**src/rtl/bmdma_pkg.sv**
```systemverilog
package bmdma_pkg;

    localparam int WIN_W   = 3;
    localparam int PTR_W   = 32;
    localparam int BYTE_W  = 8;

    localparam int CMD_GO  = 0;
    localparam int CMD_DIR = 3;
    localparam int ST_RUN  = 0;
    localparam int ST_ERR  = 1;
    localparam int ST_IRQ  = 2;

    localparam logic [BYTE_W-1:0] PAD_READ   = 8'hFF;
    localparam logic [BYTE_W-1:0] PTR_LO_MSK = 8'hFC;

    typedef enum logic [1:0] {
        FLD_CMD,
        FLD_STAT,
        FLD_PTR,
        FLD_PAD
    } fld_e;

    typedef struct packed {
        logic [BYTE_W-1:0] cmd;
        logic [BYTE_W-1:0] stat;
        logic [PTR_W-1:0]  ptr;
    } chan_regs_t;

    function automatic fld_e field_of(input logic [WIN_W-1:0] ofs);
        if (ofs[2])
            return FLD_PTR;
        else if (ofs[0])
            return FLD_PAD;
        else if (ofs[1])
            return FLD_STAT;
        else
            return FLD_CMD;
    endfunction

    function automatic logic [BYTE_W-1:0] stat_after_write(
        input logic [BYTE_W-1:0] cur,
        input logic [BYTE_W-1:0] wd
    );
        logic [BYTE_W-1:0] r;
        r      = '0;
        r[6:5] = wd[6:5];
        r[2:1] = cur[2:1] & ~wd[2:1];
        r[0]   = cur[0];
        return r;
    endfunction

endpackage

```
**src/rtl/bmdma_addr_dec.sv**
```systemverilog
module bmdma_addr_dec
    import bmdma_pkg::*;
#(
    parameter int NUM_CH = 2,
    parameter int CH_W   = 1,
    parameter int AW     = CH_W + WIN_W
) (
    input  logic              wr_en,
    input  logic [AW-1:0]     addr,
    output logic [NUM_CH-1:0] ch_we,
    output logic [CH_W-1:0]   ch_idx,
    output logic              ch_valid,
    output fld_e              fld,
    output logic [1:0]        byte_sel
);

    assign ch_idx   = addr[AW-1:WIN_W];
    assign ch_valid = int'(ch_idx) < NUM_CH;
    assign fld      = field_of(addr[WIN_W-1:0]);
    assign byte_sel = addr[1:0];

    for (genvar g = 0; g < NUM_CH; g++) begin : g_we
        assign ch_we[g] = wr_en && (int'(ch_idx) == g);
    end

endmodule

```
**src/rtl/bmdma_chan.sv**
```systemverilog
module bmdma_chan
    import bmdma_pkg::*;
(
    input  logic              clk,
    input  logic              rst,
    input  logic              we,
    input  fld_e              fld,
    input  logic [1:0]        byte_sel,
    input  logic [BYTE_W-1:0] wdata,
    input  logic              evt_err,
    input  logic              evt_irq,
    output chan_regs_t        regs,
    output logic              start_pulse,
    output logic              dir
);

    logic [BYTE_W-1:0] cmd_q;
    logic [BYTE_W-1:0] stat_q;
    logic [BYTE_W-1:0] stat_d;
    logic [PTR_W-1:0]  ptr_q;
    logic              go_q;
    logic [BYTE_W-1:0] ptr_byte;

    always_comb begin
        stat_d = stat_q;
        if (we && fld == FLD_STAT)
            stat_d = stat_after_write(stat_q, wdata);
        if (we && fld == FLD_CMD)
            stat_d[ST_RUN] = wdata[CMD_GO];
        if (evt_err)
            stat_d[ST_ERR] = 1'b1;
        if (evt_irq)
            stat_d[ST_IRQ] = 1'b1;
    end

    assign ptr_byte = (byte_sel == 2'd0) ? (wdata & PTR_LO_MSK) : wdata;

    always_ff @(posedge clk) begin
        if (rst) begin
            cmd_q  <= '0;
            stat_q <= '0;
            ptr_q  <= '0;
            go_q   <= 1'b0;
        end else begin
            stat_q <= stat_d;
            go_q   <= we && fld == FLD_CMD && wdata[CMD_GO];
            if (we && fld == FLD_CMD)
                cmd_q <= wdata;
            if (we && fld == FLD_PTR)
                ptr_q[byte_sel*BYTE_W +: BYTE_W] <= ptr_byte;
        end
    end

    assign regs.cmd    = cmd_q;
    assign regs.stat   = stat_q;
    assign regs.ptr    = ptr_q;
    assign start_pulse = go_q;
    assign dir         = cmd_q[CMD_DIR];

endmodule

```
**src/rtl/bmdma_regs.sv**
```systemverilog
module bmdma_regs
    import bmdma_pkg::*;
#(
    parameter int NUM_CH = 2,
    localparam int CH_W  = (NUM_CH > 1) ? $clog2(NUM_CH) : 1,
    localparam int AW    = CH_W + WIN_W
) (
    input  logic                    clk,
    input  logic                    rst,
    input  logic                    wr_en,
    input  logic [AW-1:0]           addr,
    input  logic [BYTE_W-1:0]       wdata,
    output logic [BYTE_W-1:0]       rdata,
    input  logic [NUM_CH-1:0]       evt_err,
    input  logic [NUM_CH-1:0]       evt_irq,
    output logic [NUM_CH-1:0]       start_pulse,
    output logic [NUM_CH-1:0]       xfer_dir,
    output logic [NUM_CH*PTR_W-1:0] desc_base
);

    logic [NUM_CH-1:0] ch_we;
    logic [CH_W-1:0]   ch_idx;
    logic              ch_valid;
    fld_e              fld;
    logic [1:0]        byte_sel;
    chan_regs_t        regs [NUM_CH];

    bmdma_addr_dec #(.NUM_CH(NUM_CH), .CH_W(CH_W), .AW(AW)) u_dec (
        .wr_en    (wr_en),
        .addr     (addr),
        .ch_we    (ch_we),
        .ch_idx   (ch_idx),
        .ch_valid (ch_valid),
        .fld      (fld),
        .byte_sel (byte_sel)
    );

    for (genvar g = 0; g < NUM_CH; g++) begin : g_ch
        bmdma_chan u_chan (
            .clk         (clk),
            .rst         (rst),
            .we          (ch_we[g]),
            .fld         (fld),
            .byte_sel    (byte_sel),
            .wdata       (wdata),
            .evt_err     (evt_err[g]),
            .evt_irq     (evt_irq[g]),
            .regs        (regs[g]),
            .start_pulse (start_pulse[g]),
            .dir         (xfer_dir[g])
        );
        assign desc_base[g*PTR_W +: PTR_W] = regs[g].ptr;
    end

    always_comb begin
        rdata = PAD_READ;
        if (ch_valid) begin
            unique case (fld)
                FLD_CMD:  rdata = regs[ch_idx].cmd;
                FLD_STAT: rdata = regs[ch_idx].stat;
                FLD_PTR:  rdata = regs[ch_idx].ptr[byte_sel*BYTE_W +: BYTE_W];
                default:  rdata = PAD_READ;
            endcase
        end
    end

endmodule

```
**config.mk**
```make
export PLATFORM = sky130hd
export DESIGN_NAME = bmdma_regs
export DESIGN_NICKNAME = d
export VERILOG_FILES = /design/src/rtl/bmdma_pkg.sv /design/src/rtl/bmdma_addr_dec.sv /design/src/rtl/bmdma_chan.sv /design/src/rtl/bmdma_regs.sv
export SDC_FILE = /design/constraint.sdc
export NUM_CORES = 1
export LEC_CHECK = 0
export BUFFER_PORTS_ARGS = -buffer_cell sky130_fd_sc_hd__buf_2
export CAP_MARGIN = 30
export CORE_MARGIN = 8
export CORE_UTILIZATION = 50
export CTS_CLUSTER_DIAMETER = 80
export DETAILED_ROUTE_END_ITERATION = 7
export GPL_TIMING_DRIVEN = 0
export PLACE_DENSITY_LB_ADDON = 0.15
export RECOVER_POWER = 100
export SLEW_MARGIN = 20
export SYNTH_ARGS = -nofsm -noshare
export SYNTH_HDL_FRONTEND = slang
export SYNTH_HIERARCHICAL = 1
export SYNTH_SLANG_ARGS = --single-unit
```
**constraint.sdc**
```tcl
create_clock -name clk -period 1.37 [get_ports clk]
set_input_delay 0.0685 -clock clk [delete_from_list [all_inputs] [get_ports clk]]
set_output_delay 0.0685 -clock clk [all_outputs]
set_load 0.005 [all_outputs]
```
==> results of run 1 <==
[cells in the final DEF, fill, tap and decap left out, types with 4 or more instances in the layout]
cell type  Yosys  routed
o32ai_1       10       9
mux2i_1       60      44
mux2i_2        0       7
o22ai_2        0       9
nor2_1        28      28
o21ai_1        8      12
nor3b_1        7       5
nand4_1        4       4
nand2b_1       5       5
buf_4         20      37
buf_12         1       5
nand2_1       49      49
a21oi_1       42      42
nand3_1       38      38
mux2_2         7       7
and4b_1        8       8
conb_1         3       7
buf_2         14      93
o22ai_1       16       7
nor2b_1        4       4
nor3_1         4       4
or4b_1         9       5
mux2i_4        0       9
nand3b_1      10      10
ha_1          10       8
and2_1         5       5
clkbuf_8       0      10
dfxtp_2        0      25
o21ai_0       16      11
dfxtp_1       90      63
buf_6          3       7
or4b_4         0       4
nand4b_1      11      11
clkbuf_1      13      16
inv_1         14      13
[worst max-delay path: stages, from the launching register on]
cell and delay [ns]:
dfxtp_4 0.37, mux2i_4 0.19, o22ai_2 0.12, or4b_1 0.55, buf_2 0.15
[repair_timing]
| action | CTS | global route |
|---|---|---|
| buffers inserted | 14 | 7 |
| resized for setup | 83 | 33 |
| endpoints found under the hold margin | 3 | 0 |
| hold buffers | 3 | 0 |
| pin swaps | 24 | 11 |
| endpoints found under the setup margin | 22 | 33 |
| gates cloned | 2 | 0 |
[logic make-up (layout without fill, tap and decap cells)]
kind of cell | count (synthesis) | in the layout | share of synthesized area [%]
multiplexers | 68 | 68 | 14.8
buffers and inverters | 65 | 197 | 7.99
adder cells (fa/ha/maj) | 10 | 10 | 2.66
AO/OA/AOI/OAI | 93 | 94 | 11.2
other | 3 | 7 | 0.240
AND/OR/NAND/NOR | 194 | 194 | 24.7
flip-flops | 90 | 90 | 38.4
[routing by layer]
layer	up-vias	GRT usage, %	share of wire [%]
met4	0	9.59	2.9
met2	208	36.9	45
met1	2196	31.9	43
li1	2117	-	-
met3	25	4.95	9.0
met5	-	0	0
[sequential cells by signal, summed over array words and instances, names as in the netlist]
| name | count |
|---|---|
| g_ch.u_chan/start_pulse | 2 |
| g_ch.u_chan/cmd_q | 16 |
| g_ch.u_chan/ptr_q | 64 |
| g_ch.u_chan/stat_q | 8 |
[how the worst max path moves through the flow]
stage                                     startpoint                                    to  slack [ns]
2_1_floorplan                                addr[0]  g_ch[0].u_chan/ptr_q[2]$_SDFFE_PP0P_       -0.07
3_3_place_gp                                 addr[0]                              rdata[4]       -0.62
3_5_place_dp                                 addr[0]                              rdata[2]       -0.60
4_1_cts        g_ch[1].u_chan/ptr_q[21]$_SDFFE_PP0P_                              rdata[5]       -0.42
5_1_grt        g_ch[1].u_chan/ptr_q[21]$_SDFFE_PP0P_                              rdata[5]       -0.50
6_report       g_ch[1].u_chan/ptr_q[21]$_SDFFE_PP0P_                              rdata[5]       -0.46
[per-stage QoR]
stage	cells	setup TNS [ns]	setup slack [ns]	utilization [%]
after global placement	732	-21.18	-0.621	58.2
final	771	-3.28	-0.455	67.6
after CTS	764	-3.09	-0.416	65.9
after floorplan	527	-0.804	-0.0746	-
after detailed placement	732	-24.04	-0.604	58.2
after global routing	771	-3.56	-0.503	67.6
[final cells by class]
type / count / area [um2] / area share [%]
multi-input cells: 373 / 2840 / 45.7
flip-flops and latches: 90 / 1840 / 29.6
repair buffers: 119 / 718 / 11.6
plain buffers: 48 / 374 / 6.02
well taps: 111 / 139 / 2.24
clock buffers: 10 / 138 / 2.22
clock inverters: 6 / 113 / 1.81
inverters: 14 / 52.6 / 0.846
[power by group through the flow]
stage | Clock (W) | Combinational, W | Sequential [W]
final | 0.00227 | 0.000787 | 0.00265
after global routing | 0.00240 | 0.000831 | 0.00265
after CTS | 0.00227 | 0.000735 | 0.00265
after detailed placement | 0 | 0.000612 | 0.00271
after global placement | 0 | 0.000600 | 0.00271
after floorplan | 0 | 0.000407 | 0.00271
==> results.cfg, run 1 <==
[status]
status = complete, but fails checks
violations = setup timing

[timing]
max_freq_mhz = 548
finalHoldViolations = 0
whs_ns = 0.0118
max_slew.worst_pin.slew_ns = 0.585
fin_ws_ns = -0.455
slew_viol_final = 0
period_share_pct = 133
setup_viol = 8
fin_skew_ns = 0
finalCriticalPeriod_ns = 1.83
slew_headroom_pct = 61.0
rsz0062_at_grt = true

[route]
viasPerCell = 5.90
firstDrtPassIters = 6
drt_iter0_markers = 362
vias = 4546
ant_nets = 0
drc = 0
wl_per_cell_um = 20.4
drt_wl_total_mm = 15.7

[pwr]
p_sw_share_pct = 25.4
p_switching_w = 0.00145
p_comb_share_pct = 13.8
ir_drop_uv = 673
seq_power_share_pct = 46.4
leakage_nw = 2.52
pwr-share-clk_pct = 39.8
p_per_area_nw_per_um2 = 918
internal_power_w = 0.00426
power.total_w = 0.00570

[global_route]
grt_pass1_wl_mm = 23.8
grt_pass1_vias = 4322
grt_usage_pct = 23.9
grt_overflow_total = 0
antenna_found_initial = 0
grt_max_degree = 17

[setup_path]
cp_data_required_time_ns = 1.30
crit_fanout = 3
worstReg2RegStart = g_ch[0].u_chan/ptr_q[8]$_SDFFE_PP0P_
worstPathArrival_ns = 1.76
ff2ff_path_depth = 3
crit_path_end_kind = output pin
start_kind = flop
critPathKind = flop to output pin
rrSetupSlack_ns = 0.53
rr_endpoint = g_ch[0].u_chan/ptr_q[8]$_SDFFE_PP0P_

[place]
globalplace.congestion = 0.882
dpl.hpwl_mm = 10.6
portBuffers = 94
dpl-instance-area_um2 = 5350

[synthesis]
async_flop_share_pct = 0
synth_largest_area_cell = dfxtp_1
synth-edff-count = 0
yosysSeqAreaShare_pct = 38.4
synth_commonest_cells = dfxtp_1 (90), mux2i_1 (60), nand2_1 (49), a21oi_1 (42), nand3_1 (38)
yosys.area.top_type_share_pct = 38.4
syn_area_um2 = 4700
synth-seq-cells = 90
synth_ff_type = dfxtp_1
syn_area_per_cell_um2 = 8.98
post-synth-top-count-cell = dfxtp_1
yosys-top-cells-area = dfxtp_1 (38%), mux2i_1 (13%), a21oi_1 (4.5%)
ys_types = 39
ys_warn_count = 6
syn_inst = 523

[cells_and_area]
stdcell_area_um2 = 6210
fillers = 727
drive_gt1_share_pct = 37.0
syn_to_final_growth_pct = 32.3
antenna-diode-count = 0
nets = 684

[clock_tree]
cts_tree = done
htree_levels = 3
cts_sinks = 90
clock_latency_ns = 0.35
cts_buffers = 9
clkSlewWorstSetupHoldPaths_ns = 0.10
cts_max_path_buffers = 2
cts_root_buf = clkbuf_8

[run]
max_cap_violations = 0

[min_path]
whs_endpoint = g_ch[0].u_chan/stat_q[2]$_SDFFE_PP0P_
hold_path_depth = 3
hold_path.startpoint = evt_irq[0]
holdCritPathClass = input pin to flop

[floorplan]
initial_core_util_pct = 51.1
coreArea_um2 = 9200
floorplan.die_area_um2 = 12800
dieWidth_um = 113
io_pins = 95
rows = 35
die_y_um = 113
No activity file was read; power rests on OpenSTA's default activity.
==> run 2: changes to the inputs <==
Settings changed: CORE_UTILIZATION 50 to 52, CTS_BUF_LIST set to sky130_fd_sc_hd__clkbuf_4 sky130_fd_sc_hd__clkbuf_8.
==> run 2 against run 1 <==
Against the previous run: the run still ends with setup timing left; sequential share of layout area shrank 1.4 points; total power down 0.71%; sequential power barely moved; critical endpoint is now rdata[2].
==> results.cfg, run 2 (synthesized netlist as in run 1, its figures left out) <==
[clock_tree]
clkSlewWorstSetupHoldPaths_ns = 0.09
cts_max_path_buffers = 2
cts_sinks = 90
htree_levels = 3
cts_tree = done
cts_buffers = 9
cts_root_buf = clkbuf_8
clock_latency_ns = 0.35

[cells_and_area]
largest_reg_flops = 64
top_regs = g_ch.u_chan/ptr_q x64, g_ch.u_chan/cmd_q x16, g_ch.u_chan/stat_q x8
drive_gt1_share_pct = 41.3
layout_common_cells = buf_2 (95), dfxtp_1 (60), buf_4 (49), nand2_1 (49), mux2i_1 (43)
seqCellArea_um2 = 1840
finalNonFillerCells = 784
syn_to_final_growth_pct = 38.5
stdcell_area_um2 = 6510
final_util_pct = 74.3
final_common_cell = buf_2
top_register = g_ch.u_chan/ptr_q
fillers = 631
nets = 700
antenna-diode-count = 0
multi_input_area_um2 = 2910

[place]
dp.cells = 729
dpl-instance-area_um2 = 5350
portBuffers = 94
dpl.hpwl_mm = 10.6
globalplace.congestion = 0.876
place_ws_ns = -0.579

[timing]
slew_viol_final = 0
max_freq_mhz = 536
rsz0062_at_grt = true
setup_viol = 8
max_slew.worst_pin.slew_ns = 0.526
finalHoldViolations = 0
slew_headroom_pct = 64.9
fin_skew_ns = 0
finalCriticalPeriod_ns = 1.86
period_share_pct = 136
fin_setup_tns_ns = -3.30
fin_ws_ns = -0.494

[setup_path]
start_kind = flop
max_stage_delay_ns = 0.57
rrSetupSlack_ns = 0.45
critPathSlowestCell = or4b_4
crit_fanout = 3
crit_end = rdata[2]
critPathLaunch = g_ch[0].u_chan/ptr_q[26]$_SDFFE_PP0P_
worstPathArrival_ns = 1.80
crit_path_end_kind = output pin
rr_endpoint = g_ch[0].u_chan/ptr_q[25]$_SDFFE_PP0P_
path_cells = mux2i_1, o22ai_2, or4b_4, buf_6
cp_data_required_time_ns = 1.30
ff2ff_path_depth = 2
worstReg2RegStart = g_ch[0].u_chan/ptr_q[25]$_SDFFE_PP0P_
critPathKind = flop to output pin

[global_route]
grt_pass1_vias = 4382
grt_usage_pct = 24.7
grt_pass1_wl_mm = 24.5
grt_overflow_total = 0
antenna_found_initial = 0
grt_max_degree = 17

[route]
ant_nets = 0
wl_per_cell_um = 21.1
drc = 0
vias = 4724
drt_iter0_markers = 420
drt_wl_total_mm = 16.5
firstDrtPassIters = 5
viasPerCell = 6.03

[pwr]
p_per_area_nw_per_um2 = 870
ir_drop_uv = 643
leakage_nw = 2.64

[floorplan]
initial_core_util_pct = 53.6
io_pins = 95
coreArea_um2 = 8760
floorplan.die_area_um2 = 12300
rows = 34
dieWidth_um = 111
die_y_um = 111

[status]
status = complete, but fails checks
violations = setup timing

[run]
max_cap_violations = 0

[min_path]
holdCritPathClass = input pin to flop
## run 2: cell types whose count changed in the layout (fill, tap and decap cells not counted), moves of 3 or more
| cell | previous run | this run |
|---|---|---|
| dfxtp_2 | 25 | 30 |
| o22ai_2 | 9 | 12 |
| clkbuf_1 | 16 | 13 |
| buf_12 | 5 | 10 |
| dfxtp_1 | 63 | 60 |
| buf_4 | 37 | 49 |
| o22ai_1 | 7 | 4 |
## run 2: worst min-delay path by stage
stage / cells after the start / endpoint / start / slack [ns]
after floorplan: 2 / g_ch[1].u_chan/ptr_q[16]$_SDFFE_PP0P_ / wdata[0] / 0.20
after global placement: 3 / g_ch[1].u_chan/stat_q[2]$_SDFFE_PP0P_ / evt_irq[1] / 0.34
after detailed placement: 3 / g_ch[1].u_chan/stat_q[2]$_SDFFE_PP0P_ / evt_irq[1] / 0.35
after CTS: 3 / g_ch[0].u_chan/stat_q[2]$_SDFFE_PP0P_ / evt_irq[0] / 0.03
after global routing: 3 / g_ch[0].u_chan/stat_q[2]$_SDFFE_PP0P_ / evt_irq[0] / 0.02
final: 3 / g_ch[0].u_chan/stat_q[2]$_SDFFE_PP0P_ / evt_irq[0] / 0.02
## run 2: area by class of cell
type | count | share of cell area (%)
well taps | 108 | 2.08
multi-input cells | 373 | 44.8
clock buffers | 11 | 2.33
repair buffers | 136 | 14.6
flip-flops and latches | 90 | 28.3
inverters | 14 | 0.865
plain buffers | 47 | 5.83
clock inverters | 5 | 1.31
## run 2: stage by stage
| step | power, W | hold slack, ns |
|---|---|---|
| after floorplan | 0.00311 | 0.201 |
| after global placement | 0.00331 | 0.342 |
| after detailed placement | 0.00332 | 0.354 |
| after CTS | 0.00557 | 0.0261 |
| after global routing | 0.00585 | 0.0212 |
| final | 0.00566 | 0.0226 |
## run 2: worst max-delay path: cells and delay by family (launching register included)
kind,cells,cell delay [ns]
buffers and inverters,1,0.14
AO/OA/AOI/OAI,1,0.12
multiplexers,1,0.24
AND/OR/NAND/NOR,1,0.57
flip-flops,1,0.37
## run 2: repair_timing
item | 4_1_cts | 5_1_grt
endpoints found under the setup margin | 24 | 39
cloned | 4 | 1
gates resized for setup | 94 | 44
pin swaps | 21 | 16
hold endpoints to repair | 3 | 0
hold buffers | 3 | 0
buffers inserted | 21 | 14
## run 2: per-layer routing
layer / up-vias / GRT usage (%) / wire length, um
met2: 256 / 39.3 / 7570
met4: 0 / 9.42 / 601
met3: 43 / 5.74 / 1600
met5: - / 0 / 0
li1: 2155 / - / -
met1: 2270 / 31.6 / 6730
## run 2: power breakdown
group	switching, W	internal (W)
Combinational	0.000459	0.000412
Sequential	0.0000159	0.00264
Clock	0.00100	0.00114
Total	0.00148	0.00419
